--- config.mk ---
export PLATFORM = sky130hd
export DESIGN_NAME = frac_tick_gen
export DESIGN_NICKNAME = d
export VERILOG_FILES = /design/src/rtl/frac_tick_pkg.sv /design/src/rtl/frac_param_hold.sv /design/src/rtl/frac_period_ctr.sv /design/src/rtl/frac_phase_seq.sv /design/src/rtl/frac_tick_gen.sv
export SDC_FILE = /design/constraint.sdc
export NUM_CORES = 1
export LEC_CHECK = 0
export ABC_AREA = 1
export BUFFER_PORTS_ARGS = -buffer_cell sky130_fd_sc_hd__buf_2
export CAP_MARGIN = 30
export CORE_MARGIN = 4
export CORE_UTILIZATION = 35
export CTS_BUF_LIST = sky130_fd_sc_hd__clkbuf_2 sky130_fd_sc_hd__clkbuf_4 sky130_fd_sc_hd__clkbuf_8
export DETAILED_ROUTE_END_ITERATION = 8
export GPL_TIMING_DRIVEN = 0
export PLACE_DENSITY_LB_ADDON = 0.25
export SETUP_SLACK_MARGIN = 0.1
export SLEW_MARGIN = 20
export SYNTH_ARGS = -nofsm -noshare
export SYNTH_HDL_FRONTEND = slang
export SYNTH_HIERARCHICAL = 1
export SYNTH_SLANG_ARGS = --single-unit
--- constraint.sdc ---
create_clock -name clk -period 1.6 [get_ports clk]
set_input_delay 0.08 -clock clk [delete_from_list [all_inputs] [get_ports clk]]
set_output_delay 0.08 -clock clk [all_outputs]
set_load 0.01 [all_outputs]
--- src/rtl/frac_tick_pkg.sv ---
package frac_tick_pkg;

  // Period flavour selected for the current tick period
  typedef enum logic {
    PER_SHORT = 1'b0,
    PER_LONG  = 1'b1
  } per_kind_e;

endpackage

--- src/rtl/frac_param_hold.sv ---
// Holds the rate settings for a whole supercycle; live inputs pass through
// only while the block sits at the supercycle origin.
module frac_param_hold #(
  parameter int CNT_W = 8,
  parameter int IDX_W = 8
) (
  input  logic             clk,
  input  logic             rst_n,
  input  logic             at_origin,
  input  logic [CNT_W-1:0] base_in,
  input  logic [IDX_W-1:0] k_in,
  input  logic [IDX_W-1:0] m_in,
  output logic [CNT_W-1:0] base_eff,
  output logic [IDX_W-1:0] k_eff,
  output logic [IDX_W-1:0] m_eff
);

  logic [IDX_W-1:0] m_clip;
  logic [IDX_W-1:0] k_clip;

  logic [CNT_W-1:0] base_q, base_d;
  logic [IDX_W-1:0] k_q, k_d;
  logic [IDX_W-1:0] m_q, m_d;

  // Clamp: zero-length supercycle becomes one period, K limited to M
  always_comb begin
    m_clip = (m_in == '0) ? IDX_W'(1) : m_in;
    k_clip = (k_in > m_clip) ? m_clip : k_in;
  end

  always_comb begin
    base_d = base_q;
    k_d    = k_q;
    m_d    = m_q;
    if (at_origin) begin
      base_d = base_in;
      k_d    = k_clip;
      m_d    = m_clip;
    end
  end

  always_ff @(posedge clk or negedge rst_n) begin
    if (!rst_n) begin
      base_q <= '0;
      k_q    <= '0;
      m_q    <= IDX_W'(1);
    end else begin
      base_q <= base_d;
      k_q    <= k_d;
      m_q    <= m_d;
    end
  end

  always_comb begin
    if (at_origin) begin
      base_eff = base_in;
      k_eff    = k_clip;
      m_eff    = m_clip;
    end else begin
      base_eff = base_q;
      k_eff    = k_q;
      m_eff    = m_q;
    end
  end

endmodule

--- src/rtl/frac_period_ctr.sv ---
// Compare-match counter; terminal value is base or base+1 by period kind.
module frac_period_ctr
  import frac_tick_pkg::*;
#(
  parameter int CNT_W = 8,
  localparam int CMP_W = CNT_W + 1
) (
  input  logic             clk,
  input  logic             rst_n,
  input  logic             cnt_en,
  input  logic [CNT_W-1:0] base_eff,
  input  per_kind_e        kind,
  output logic [CMP_W-1:0] cnt,
  output logic [CMP_W-1:0] cmp,
  output logic             wrap
);

  logic [CMP_W-1:0] cnt_q, cnt_d;

  always_comb begin
    cmp = {1'b0, base_eff} + ((kind == PER_LONG) ? CMP_W'(1) : CMP_W'(0));
  end

  always_comb begin
    wrap  = cnt_en && (cnt_q == cmp);
    cnt_d = cnt_q;
    if (cnt_en) begin
      if (wrap) cnt_d = '0;
      else      cnt_d = cnt_q + CMP_W'(1);
    end
  end

  always_ff @(posedge clk or negedge rst_n) begin
    if (!rst_n) cnt_q <= '0;
    else        cnt_q <= cnt_d;
  end

  assign cnt = cnt_q;

endmodule

--- src/rtl/frac_phase_seq.sv ---
// Period index within the supercycle; picks long or short period.
module frac_phase_seq
  import frac_tick_pkg::*;
#(
  parameter int IDX_W = 8
) (
  input  logic             clk,
  input  logic             rst_n,
  input  logic             wrap,
  input  logic [IDX_W-1:0] k_eff,
  input  logic [IDX_W-1:0] m_eff,
  output logic [IDX_W-1:0] idx,
  output per_kind_e        kind,
  output logic             last_per
);

  logic [IDX_W-1:0] idx_q, idx_d;

  always_comb begin
    kind     = (idx_q < k_eff) ? PER_LONG : PER_SHORT;
    last_per = (idx_q == (m_eff - IDX_W'(1)));
  end

  always_comb begin
    idx_d = idx_q;
    if (wrap) begin
      if (last_per) idx_d = '0;
      else          idx_d = idx_q + IDX_W'(1);
    end
  end

  always_ff @(posedge clk or negedge rst_n) begin
    if (!rst_n) idx_q <= '0;
    else        idx_q <= idx_d;
  end

  assign idx = idx_q;

endmodule

--- src/rtl/frac_tick_gen.sv ---
module frac_tick_gen
  import frac_tick_pkg::*;
#(
  parameter int CNT_W = 8,
  parameter int IDX_W = 8,
  localparam int CMP_W = CNT_W + 1
) (
  input  logic             clk,
  input  logic             rst_n,
  input  logic             cnt_en,
  input  logic [CNT_W-1:0] base_cmp,
  input  logic [IDX_W-1:0] long_cnt,
  input  logic [IDX_W-1:0] super_len,
  output logic             tick,
  output logic             sc_start
);

  // Reset: asserted asynchronously, released on the clock
  logic [1:0] rst_sync_q;
  logic       rst_n_s;

  always_ff @(posedge clk or negedge rst_n) begin
    if (!rst_n) rst_sync_q <= 2'b00;
    else        rst_sync_q <= {rst_sync_q[0], 1'b1};
  end
  assign rst_n_s = rst_sync_q[1];

  logic [CNT_W-1:0] base_eff;
  logic [IDX_W-1:0] k_eff;
  logic [IDX_W-1:0] m_eff;
  logic [CMP_W-1:0] cnt;
  logic [CMP_W-1:0] cmp;
  logic [IDX_W-1:0] idx;
  per_kind_e        kind;
  logic             wrap;
  logic             last_per;
  logic             at_origin;

  assign at_origin = (cnt == '0) && (idx == '0);

  frac_param_hold #(.CNT_W(CNT_W), .IDX_W(IDX_W)) u_hold (
    .clk      (clk),
    .rst_n    (rst_n_s),
    .at_origin(at_origin),
    .base_in  (base_cmp),
    .k_in     (long_cnt),
    .m_in     (super_len),
    .base_eff (base_eff),
    .k_eff    (k_eff),
    .m_eff    (m_eff)
  );

  frac_period_ctr #(.CNT_W(CNT_W)) u_ctr (
    .clk     (clk),
    .rst_n   (rst_n_s),
    .cnt_en  (cnt_en),
    .base_eff(base_eff),
    .kind    (kind),
    .cnt     (cnt),
    .cmp     (cmp),
    .wrap    (wrap)
  );

  frac_phase_seq #(.IDX_W(IDX_W)) u_seq (
    .clk     (clk),
    .rst_n   (rst_n_s),
    .wrap    (wrap),
    .k_eff   (k_eff),
    .m_eff   (m_eff),
    .idx     (idx),
    .kind    (kind),
    .last_per(last_per)
  );

  // Registered outputs
  logic tick_d, sc_d;

  always_comb begin
    tick_d = wrap;
    sc_d   = wrap && last_per;
  end

  always_ff @(posedge clk or negedge rst_n_s) begin
    if (!rst_n_s) begin
      tick     <= 1'b0;
      sc_start <= 1'b0;
    end else begin
      tick     <= tick_d;
      sc_start <= sc_d;
    end
  end

endmodule

==> summary by stage, run 1 <==
Drt
The average via count per standard cell is 4.547. Detailed routing inserted a total of 3,356 vias. The final routed wire length divided by cell count is 12.93 um. The final routed wirelength across all metal layers is 9.541 mm. The number of nets still failing antenna checks after routing is 0. For this run, design rule violations remaining after detail routing come to 0. The first routing iteration left 100 violations. The number of search-and-repair iterations in the first detailed-routing pass is 5.

Placement
Counting tap cells, the placed design contains a total of 650 instances. The weighted congestion reported at the end of routability-driven placement is 0.7952. During placement, the flow inserted port buffers numbering 28.

The placed wire-length estimate is 5.956 mm. The placed instances occupy a cell area of 3834 um^2.

Critical path
The largest single stage delay on the critical path is 0.38 ns. The cell type with the highest occurrence count on the critical path is sky130_fd_sc_hd__nand2_1. The family with the most delay on the worst path is simple AND/OR/NAND/NOR gates.

The data arrival time of the critical path is 4.34 ns. Together, buffers and inverters on the worst path number 6. The critical path required time is 1.80 ns.

The worst setup path is captured at a flop. The worst register-to-register path begins at u_ctr/cnt[4]$_DFFE_PN0P_. The largest fanout on the critical path is 6.

The worst setup path startpoint is u_ctr/cnt[4]$_DFFE_PN0P_. The slowest stage of the critical path is the sky130_fd_sc_hd__dfrtp_1 cell. By startpoint and endpoint, the worst setup path is classified as flop to flop.

The kind of launch point of the worst setup path is a flop.

Clock tree
The clock tree synthesis step divided the H-tree into 2 levels. The TritonCTS buffer count is 5. After clock tree synthesis, the clock-pin slew on the worst setup and hold paths is 0.10 ns. The cell sitting at the root of the clock tree is a sky130_fd_sc_hd__clkbuf_8. The clock reaches the later pin of the worst-skew pair after 0.31 ns. The number of clock sinks seen by CTS is 45.

TritonCTS built the clock tree. Counting along the longest clock path gives a buffer depth of 2.

Final layout
The area growth from synthesis to layout is 54.94%. The count of inserted antenna diode cells is 0. After routing the design area is 5314 um^2. Counting the fill cells in the layout gives 863. The commonest non-fill, non-tap cell in the layout is sky130_fd_sc_hd__nand2_1. After the flow finishes, the layout carries non-filler instances totaling 738. The proportion of layout cells with a drive suffix above 1 is 0.4778. The top cell types in the final layout, fill and taps aside, are sky130_fd_sc_hd__nand2_1, sky130_fd_sc_hd__inv_1, sky130_fd_sc_hd__buf_4. The final-stage net count is 656.

Run status
The checks that failed: setup timing. The run finished, with violations left.

Die
Row generation in the floorplan step produced 35 rows. The die covers 11,450 um^2. The placeable core region is 9371 um^2. Pin placement for this block handled 29 I/O pins. For this configuration, the core starts out at a cell density of 0.3660. The die is 107.0 um tall. The die extent in x is 107.0 um.

STA
The worst hold margin is 0.03790 ns. Timing would allow up to 241.9 MHz. Counting I/O delays and the setup requirement, the final critical path takes 4.134 ns. The final clock skew is 0.01802 ns. The final setup violation count is 37. Adding up every negative setup slack in the final design gives -46.83 ns. In the finished design, the share of the clock period the worst path needs comes to 2.584. The number of endpoints with negative hold slack in the final report was 0. The number of pins exceeding their max-slew limit in the final report was 0. Once routing completed, OpenROAD measured the worst setup slack at -2.534 ns.

Setup repair after global routing could not meet its margin everywhere.

GRT
For this run, global-route usage on met2 was measured as 0.3067. The pin count of the biggest net entering global routing is 33. The first-pass GRT wire length is 15.04 mm. The leftover overflow at the end of global routing is 0. The overall track demand over capacity in global routing is 0.1628.

The met1 routing resource usage after global routing is 0.1938. The number of global-route vias before repair came to 3,268. The number of antenna violations at the first check in global routing is 0. met2 is the most crowded layer. For this run, global-route usage on met3 was measured as 0.02228.

Power and ir drop
The power per unit of standard cell area is 589.5 nW/um^2. IR analysis of the VDD net gives a maximum drop of 0.0005489 V. Summed over all cells, the static leakage comes to 2.747 nW.

Synthesis
The warning count from the yosys run is 6. The average cell area after synthesis is 6.971 um^2. The cell area that synthesis handed to floorplanning was 3430 um^2. The total nets after synthesis is 540. Counting every instance in the synthesized netlist gives 492.

Min path
The worst min-delay path category is input port to flop. The startpoint identified for the worst hold timing path is base_cmp[0].

Job
Across the run, the number of max-cap violations was 0.
[worst register-to-register path, delay by kind of cell (launching register included)]
family | cells | cell delay [ns]
adder cells (fa/ha/maj) | 3 | 0.67
AO/OA/AOI/OAI | 3 | 0.38
AND/OR/NAND/NOR | 20 | 2.11
buffers and inverters | 6 | 0.54
flip-flops | 1 | 0.38
[cell type report]
cell class              count  area, um^2  share of cell area
plain buffers               6       81.33             0.01530
inverters                  85       359.1             0.06758
flip-flops and latches     45        1136              0.2138
repair buffers            108       920.9              0.1733
clock inverters             1       8.758            0.001648
multi-input cells         357        2562              0.4822
clock buffers               7       83.83             0.01578
well taps                 129       161.4             0.03037
[metal layers]
| metal | wire (um) | vias up |
|---|---|---|
| li1 | - | 1744 |
| met1 | 3925 | 1542 |
| met2 | 5140 | 52 |
| met3 | 223 | 18 |
| met4 | 252 | 0 |
| met5 | 0 | - |
[path summary, 6_finish.rpt]
check / endpoint / slack, ns / depth (start not counted)
min in group asynchronous: rst_sync_q[1]$_DFF_PN0_ / 0.07 / 2
hold / removal: u_hold/base_q[0]$_DFF_PN0_ / 0.04 / 3
max in group asynchronous: u_hold/m_q[0]$_DFF_PN1_ / 0.90 / 1
setup / recovery: u_seq/idx[7]$_DFFE_PN0P_ / -2.53 / 32
setup reg to reg: u_seq/idx[7]$_DFFE_PN0P_ / -2.53 / 32
hold reg to reg: u_hold/base_q[0]$_DFF_PN0_ / 0.16 / 0
[report_power, final]
group	internal (mW)	switching [mW]
combinational	0.412	0.630
clock	0.347	0.399
sequential	1.24	0.104
total	2.00	1.13
[what timing repair did]
action                     4_1_cts  5_1_grt
gates resized for setup        117       83
pin swaps                       35       57
setup endpoints to repair       43       43
hold endpoints to repair         2        0
cloned                           1        0
hold buffers                     1        0
setup buffers                   61       29
[state kept, by name, indices dropped and copies added (netlist names)]
| register | cells |
|---|---|
| rst_sync_q | 2 |
| sc_start | 1 |
| tick | 1 |
| u_ctr/cnt | 9 |
| u_hold/base_q | 8 |
| u_hold/k_q | 8 |
| u_hold/m_q | 8 |
| u_seq/idx | 8 |
[through the flow]
step | worst slack (ns) | total power, mW | util
2_1_floorplan | -2.292 | 1.982 | -
3_3_place_gp | -3.022 | 2.156 | 0.4068
3_5_place_dp | -3.109 | 2.172 | 0.4091
4_1_cts | -2.426 | 3.057 | 0.5155
5_1_grt | -2.922 | 3.347 | 0.5670
6_report | -2.534 | 3.132 | 0.5670
No activity file was read; power rests on OpenSTA's default activity.
==> inputs of run 2 (changes only) <==
Clock period 1.6 ns to 3.82 ns, I/O delays scaled along.
==> run 2 against run 1 <==
The flow still finishes with violations (setup timing). Maximum frequency is 0.79% higher. Global-route usage decreased by 1.6 points. Final area is 18% lower. Critical path depth unchanged. Non-clock buffer count is 48 lower.
==> summary by stage, run 2 (synthesis gave the netlist of run 1 again) <==
Run status
The flow ran to the end, but the final reports show violations. The checks that failed: setup timing.

Drt
The final routed wire length divided by cell count came to 11.54 um (-11%). The total DRC errors in the routed layout is 0 (unchanged). The average via count per standard cell is 4.476 (-1.6%). The total via count after detailed routing is 3,084 (-8.1%). The initial detailed-routing violation count was 80 (-20%). The final routed wirelength across all metal layers came to 7.950 mm (-17%). The number of search-and-repair iterations in the first detailed-routing pass is 4 (-1). The number of nets still failing antenna checks after routing is 0 (unchanged).

STA
Setup repair after global routing could not meet its margin everywhere. The number of endpoints with negative hold slack in the final report is 0 (unchanged). The fmax came to 243.8 MHz (+0.79%). For the pin with the worst max-slew slack, the measured transition is 0.5083 ns. The number of pins exceeding their max-slew limit in the final report is 0 (unchanged). The final setup violation count came to 8 (-78%). Headroom to the max-slew limit came out at 0.6588. The final worst-path setup slack is -0.2819 ns (+2.253 ns).

The final-layout setup total negative slack is -1.168 ns (+45.66 ns). The final worst-path cycle share is 1.074 (-1.510). The shortest period the worst path allows is 4.102 ns (-0.03254 ns). The worst hold margin is 0.1650 ns (+0.1271 ns). The final clock skew is 0.006642 ns (-0.01138 ns).

Power and ir drop
The leakage dissipation came to 2.434 nW (-11%). The sequential cell fraction of total power was 0.412 (-0.017). The power per unit of standard cell area came to 311.2 nW/um^2 (-47%). The internal portion of total power is 0.9091 mW (-55%).

The share of power burned in combinational logic was 0.309 (-0.023). The switching power share of the total is 0.3306 (-0.03116). The share of total power in the clock network is 0.279 (+0.041). The maximum vdd ir drop is 0.0002507 V (-54%). The net switching power figure is 0.4489 mW (-60%).

Final layout
The final standard cell utilization of the core came to 0.4657 (-0.1013). The commonest non-fill, non-tap cell in the layout is sky130_fd_sc_hd__nand2_1. The layout-stage area growth over the synthesis result is 27.25%. The flip-flop count of the largest register, all copies and words added is 9 (unchanged). The proportion of layout cells with a drive suffix above 1 is 0.3179 (-0.1600). The count of inserted antenna diode cells is 0 (unchanged). Leaving out fill and tap cells, the most frequent cells in the layout are sky130_fd_sc_hd__nand2_1, sky130_fd_sc_hd__inv_1, sky130_fd_sc_hd__nand3_1. The count of filler cells inserted in the layout was 957 (+11%). The final-stage net count is 607 (-7.5%). The cell area after layout is 4364 um^2 (-18%).

Die
The initial core utilization is 0.3660 (unchanged). The row count is 35 (unchanged). The number of top-level pins was 29 (unchanged). The die extent in x is 107.0 um (unchanged). The placeable core region is 9371 um^2 (unchanged).

The height of the die is 107.0 um (unchanged). The area enclosed by the die boundary was 11,450 um^2 (unchanged).

Placement
The number of port buffers came to 28 (unchanged). The placed wire-length estimate is 5.902 mm (-0.91%). The placement-stage worst setup slack is -1.008 ns (+2.101 ns). The weighted congestion reported at the end of routability-driven placement was 0.8268 (+4.0%). The placed instance area is 3824 um^2 (-0.26%).

Critical path
The data arrival time of the critical path is 4.30 ns (-0.04 ns). In this design, the critical path's most frequently occurring cell is sky130_fd_sc_hd__nand2_1. The largest fanout on the critical path was 5 (-1). The cell with the largest stage delay on the worst path is sky130_fd_sc_hd__dfrtp_1. The endpoint type of the worst setup path is a flop. The kind of launch point of the worst setup path is a flop. The depth of the worst register-to-register path is 32 (unchanged). The reg2reg setup slack is -0.28 ns (+2.25 ns). The class of the most critical setup path is flop to flop. The worst reg2reg path endpoint is u_seq/idx[7]$_DFFE_PN0P_. The critical path required time is 4.02 ns (+2.22 ns).

The beginning of the worst register-to-register path is u_ctr/cnt[5]$_DFFE_PN0P_. The largest stage delay on the critical path was 0.39 ns (about the same).

GRT
The overall track demand over capacity in global routing is 0.1472 (-0.01563). The number of global-route vias before repair is 3,033 (-7.2%). The first-pass GRT wire length is 13.88 mm (-7.7%). The leftover overflow at the end of global routing was 0 (unchanged). The number of antenna violations at the first check in global routing is 0 (unchanged). The pin count of the biggest net entering global routing is 32 (-3.0%).

Clock tree
The TritonCTS buffer count came to 5 (unchanged). TritonCTS built the clock tree. The clock transition at the registers of the reported paths is 0.09 ns (about the same).

The maximum level of the CTS H-tree is 2 (unchanged). The number of clock sinks seen by CTS is 45 (unchanged). The maximum clock path buffer count is 2 (unchanged). The clock insertion delay at the later pin of the skew report is 0.29 ns (-0.02 ns). The cell chosen for the clock root is sky130_fd_sc_hd__clkbuf_8.

Min path
The worst min-delay path category is flop to asynchronous set/reset pin.

Job
The count of maximum capacitance violations is 0 (unchanged).
-- run 2: changes by cell type in the layout (fill, tap and decap cells not counted), sizes merged --
| cell | previous run | this run |
|---|---|---|
| buf | 113 | 65 |
| bufinv | 0 | 1 |
| clkinv | 1 | 0 |
| nand3 | 52 | 51 |
-- run 2: cell type report --
class | instances | area (um^2) | share of cell area
Inverter | 85 | 346.6 | 0.07941
Timing Repair Buffer | 60 | 412.9 | 0.09461
Buffer | 6 | 62.56 | 0.01433
Tap cell | 129 | 161.4 | 0.03698
Sequential cell | 45 | 1136 | 0.2603
Clock inverter | 1 | 30.03 | 0.006881
Multi-Input combinational cell | 356 | 2125 | 0.4868
Clock buffer | 7 | 90.09 | 0.02064
-- run 2: power by group through the flow --
stage / logic (mW) / registers [mW] / clock network (mW)
6_report: 0.419 / 0.559 / 0.379
3_5_place_dp: 0.319 / 0.597 / 0
2_1_floorplan: 0.251 / 0.579 / 0
4_1_cts: 0.408 / 0.559 / 0.390
3_3_place_gp: 0.303 / 0.601 / 0
5_1_grt: 0.485 / 0.567 / 0.408
-- run 2: critical path, delay by kind of cell (launching register included) --
family / cells / cell delay, ns
adder cells (fa/ha/maj): 3 / 0.73
AO/OA/AOI/OAI: 2 / 0.22
AND/OR/NAND/NOR: 21 / 2.18
buffers and inverters: 6 / 0.48
flip-flops: 1 / 0.39
-- run 2: metal layers --
metal / track usage / wire length (um) / vias to the layer above
met2: 0.2671 / 3937 / 33
met5: 0 / 0 / -
met1: 0.1880 / 3748 / 1403
li1: - / - / 1641
met3: 0.01626 / 186 / 7
met4: 0.03196 / 77 / 0
-- run 2: how the worst max path moves through the flow --
stage / startpoint / to / slack (ns) / cells past startpoint
after global placement: super_len[5] / u_seq/idx[7]$_DFFE_PN0P_ / -0.92 / 41
after CTS: u_ctr/cnt[4]$_DFFE_PN0P_ / u_seq/idx[7]$_DFFE_PN0P_ / -0.16 / 33
after detailed placement: super_len[5] / u_seq/idx[7]$_DFFE_PN0P_ / -1.01 / 44
after global routing: u_ctr/cnt[5]$_DFFE_PN0P_ / u_seq/idx[6]$_DFFE_PN0P_ / -0.63 / 30
after floorplan: super_len[5] / u_seq/idx[7]$_DFFE_PN0P_ / -0.18 / 41
final: u_ctr/cnt[5]$_DFFE_PN0P_ / u_seq/idx[7]$_DFFE_PN0P_ / -0.28 / 32
-- run 2: metrics by stage --
stage / power, mW / instances
finish: 1.358 / 689
CTS: 1.357 / 686
floorplan: 0.8300 / 492
detailed placement: 0.9159 / 650
global route: 1.460 / 689
global placement: 0.9044 / 649
-- run 2: repair_timing --
action / CTS / global route
hold buffers: 1 / 0
gates resized for setup: 31 / 21
hold endpoints to repair: 2 / 0
gates cloned: 0 / 0
pin swaps: 26 / 29
endpoints found under the setup margin: 10 / 18
setup buffers: 27 / 6
==> inputs of run 3 (changes only) <==
Settings changed: CTS_BUF_LIST sky130_fd_sc_hd__clkbuf_2 sky130_fd_sc_hd__clkbuf_4 sky130_fd_sc_hd__clkbuf_8 to default, GPL_TIMING_DRIVEN 0 to default.
==> run 3 against run 2 <==
Core utilization increased by 7.0 points. First-iteration DRC count increased by 120%. The run still ends with setup timing left. Critical path type unchanged. Maximum frequency increased by 2.4%. Clock skew increased by 0.0014 ns. Non-clock buffer count increased by 62. Die area unchanged. Largest cell class unchanged. Worst hold slack improved by 0.0021 ns. Global-route usage increased by 2.1 points. Cell count increased by 9.3%. Clock power decreased by 17%.
==> summary by stage, run 3 (synthesis gave the netlist of run 1 again) <==
Run status
The flow ran to the end, but the final reports show violations. The checks that failed: setup timing.

Critical path
The largest fanout on the critical path is 5 (unchanged). The data arrival time of the critical path is 4.21 ns (-0.09 ns). The combined buffer and inverter count along the critical path is 8 (+2).

The number of gates on the worst path with buffers counted is 31 (-3.1%). On the critical path the largest part of the delay comes from simple AND/OR/NAND/NOR gates. The worst setup path is launched from a flop. The critical path in this run is classified as flop to flop.

The cell with the largest stage delay on the worst path is sky130_fd_sc_hd__dfrtp_1. The largest stage delay on the critical path is 0.38 ns (about the same). The worst setup path is captured at a flop.

The critical path required time is 4.02 ns (about the same). The depth of the worst register-to-register path is 31 (-3.1%).

Final layout
The layout-stage area growth over the synthesis result is 46.44%. The final standard cell utilization of the core is 0.5359 (+0.07023). The area taken by multi-input logic gates was 2341 um^2 (+10%). The count of filler cells inserted in the layout was 935 (-2.3%). The number of non-filler instances in the completed layout is 753 (+9.3%).

The count of inserted antenna diode cells is 0 (unchanged). The cell area after layout is 5022 um^2 (+15%). The library cell used most frequently in the layout, excluding fill and tap cells, is sky130_fd_sc_hd__nand2_1. The final-stage net count is 671 (+11%). The library cells used most frequently in the layout, excluding fill and tap cells, are sky130_fd_sc_hd__nand2_1, sky130_fd_sc_hd__buf_4, sky130_fd_sc_hd__inv_1.

The flip-flop count of the largest register, all copies and words added came to 9 (unchanged). The storage element area was 1129 um^2 (-0.66%). The proportion of layout cells with a drive suffix above 1 is 0.4487 (+0.1309).

Die
The area enclosed by the die boundary is 11,450 um^2 (unchanged). The row count is 35 (unchanged). The height of the die came to 107.0 um (unchanged). The placeable core region is 9371 um^2 (unchanged). The initial core utilization is 0.3660 (unchanged). The die extent in x came to 107.0 um (unchanged). The number of top-level pins is 29 (unchanged).

Drt
The number of nets still failing antenna checks after routing is 0 (unchanged). The final routed wire length divided by cell count was 12.67 um (+9.8%). The number of search-and-repair iterations in the first detailed-routing pass is 4 (unchanged). The average via count per standard cell is 4.600 (+2.8%).

The total DRC errors in the routed layout is 0 (unchanged). The final routed wirelength across all metal layers is 9.542 mm (+20%). The initial detailed-routing violation count is 174 (+120%). The total via count after detailed routing is 3,464 (+12%).

Placement
The placed instance area is 4183 um^2 (+9.4%). The placed wire-length estimate is 6.575 mm (+11%). The weighted congestion reported at the end of routability-driven placement was 0.8755 (+5.9%). The number of port buffers was 28 (unchanged). The number of placed instances, taps included is 700 (+7.7%).

STA
The final-layout setup total negative slack is -0.9184 ns (+0.2499 ns). The final clock skew is 0.008058 ns (+0.001416 ns). The final worst-path setup slack is -0.1874 ns (+0.09452 ns).

The shortest period the worst path allows came to 4.007 ns (-0.09451 ns). The final worst-path cycle share is 1.049 (-0.02474). The fmax is 249.5 MHz (+2.4%).

The final setup violation count is 11 (+3). The number of pins exceeding their max-slew limit in the final report was 0 (unchanged). The number of endpoints with negative hold slack in the final report was 0 (unchanged). The worst hold margin is 0.1670 ns (+0.002052 ns). Setup repair after global routing could not meet its margin everywhere.

Power and ir drop
The switching power share of the total is 0.3555 (+0.02498). The share of total power in the clock network is 0.225 (-0.054). The share of power burned in combinational logic was 0.391 (+0.082). The power per unit of standard cell area is 280.4 nW/um^2 (-9.9%). The maximum vdd ir drop is 0.0002189 V (-13%). The leakage dissipation is 2.745 nW (+13%).

The sequential cell fraction of total power is 0.385 (-0.027). The internal portion of total power came to 0.9076 mW (-0.16%). The net switching power figure is 0.5007 mW (+12%).

GRT
The pin count of the biggest net entering global routing is 44 (+38%). The overall track demand over capacity in global routing came to 0.1684 (+0.02117). The number of global-route vias before repair is 3,410 (+12%). The number of antenna violations at the first check in global routing is 0 (unchanged). The first-pass GRT wire length is 15.52 mm (+12%).

The leftover overflow at the end of global routing is 0 (unchanged).

Clock tree
The number of clock sinks seen by CTS is 45 (unchanged). The clock transition at the registers of the reported paths is 0.09 ns (about the same). The TritonCTS clock tree is yes.

The TritonCTS buffer count is 5 (unchanged). The maximum level of the CTS H-tree is 2 (unchanged). The maximum clock path buffer count is 2 (unchanged).

The cell sitting at the root of the clock tree is a sky130_fd_sc_hd__clkbuf_8. The clock insertion delay at the later pin of the skew report was 0.30 ns (about the same).

Min path
The worst min-delay path category is flop to asynchronous set/reset pin.

Job
The count of maximum capacitance violations is 0 (unchanged).
## run 3: cell count changes in the layout (fill, tap and decap cells not counted), sizes merged
cell	delta
buf	+62
clkinv	+3
bufinv	-1
clkbuf	-1
inv	-1
nand3	+1
nand4	+1
## run 3: worst paths after layout
check / start / end / slack (ns)
setup / recovery: u_ctr/cnt[4]$_DFFE_PN0P_ / u_seq/idx[5]$_DFFE_PN0P_ / -0.19
hold / removal: rst_sync_q[1]$_DFF_PN0_ / u_hold/k_q[4]$_DFF_PN0_ / 0.17
setup reg to reg: u_ctr/cnt[4]$_DFFE_PN0P_ / u_seq/idx[5]$_DFFE_PN0P_ / -0.19
hold reg to reg: rst_sync_q[1]$_DFF_PN0_ / u_hold/k_q[4]$_DFF_PN0_ / 0.17
max in group asynchronous: rst_sync_q[1]$_DFF_PN0_ / u_hold/m_q[0]$_DFF_PN1_ / 3.12
min in group clk: base_cmp[0] / u_hold/base_q[0]$_DFF_PN0_ / 0.17
## run 3: timing repair
| item | 4_1_cts | 5_1_grt |
|---|---|---|
| hold buffers | 1 | 0 |
| setup buffers | 32 | 8 |
| cloned | 1 | 2 |
| hold endpoints to repair | 2 | 0 |
| resized for setup | 44 | 58 |
| endpoints found under the setup margin | 9 | 20 |
| pin swaps | 31 | 53 |
## run 3: layout make-up
cell class,instances,share of cell area
Clock buffer,6,0.01644
Clock inverter,2,0.002740
Inverter,85,0.07000
Multi-Input combinational cell,358,0.4661
Sequential cell,45,0.2247
Tap cell,129,0.03214
Timing Repair Buffer,128,0.1878
## run 3: power groups by stage
stage | logic (mW) | registers, mW | clock network [mW]
after CTS | 0.491 | 0.550 | 0.327
final | 0.550 | 0.542 | 0.316
after global placement | 0.454 | 0.558 | 0
after floorplan | 0.251 | 0.579 | 0
after global routing | 0.614 | 0.549 | 0.351
after detailed placement | 0.459 | 0.559 | 0
## run 3: per-stage QoR
step	setup slack [ns]	power [mW]
after floorplan	-0.1837	0.8300
after global placement	-0.5577	1.012
after detailed placement	-0.6496	1.018
after CTS	-0.05778	1.367
after global routing	-0.4163	1.514
final	-0.1874	1.408
## run 3: worst register-to-register path: cells and delay by family (launching register included)
| family | cells | cell delay (ns) |
|---|---|---|
| DFF | 1 | 0.38 |
| xor gates and xnor gates | 1 | 0.13 |
| AOI/OAI and AO/OA | 2 | 0.19 |
| adders and majority gates | 3 | 0.73 |
| buffers and inverters | 8 | 0.68 |
| and+or+nand+nor | 17 | 1.78 |
## run 3: layer usage
layer,vias up,wire length [um],GRT usage
met1,1599,3894,0.1906
met2,64,4977,0.3161
met4,0,287,0.06210
li1,1778,-,-
met5,-,0,0
met3,23,383,0.02649
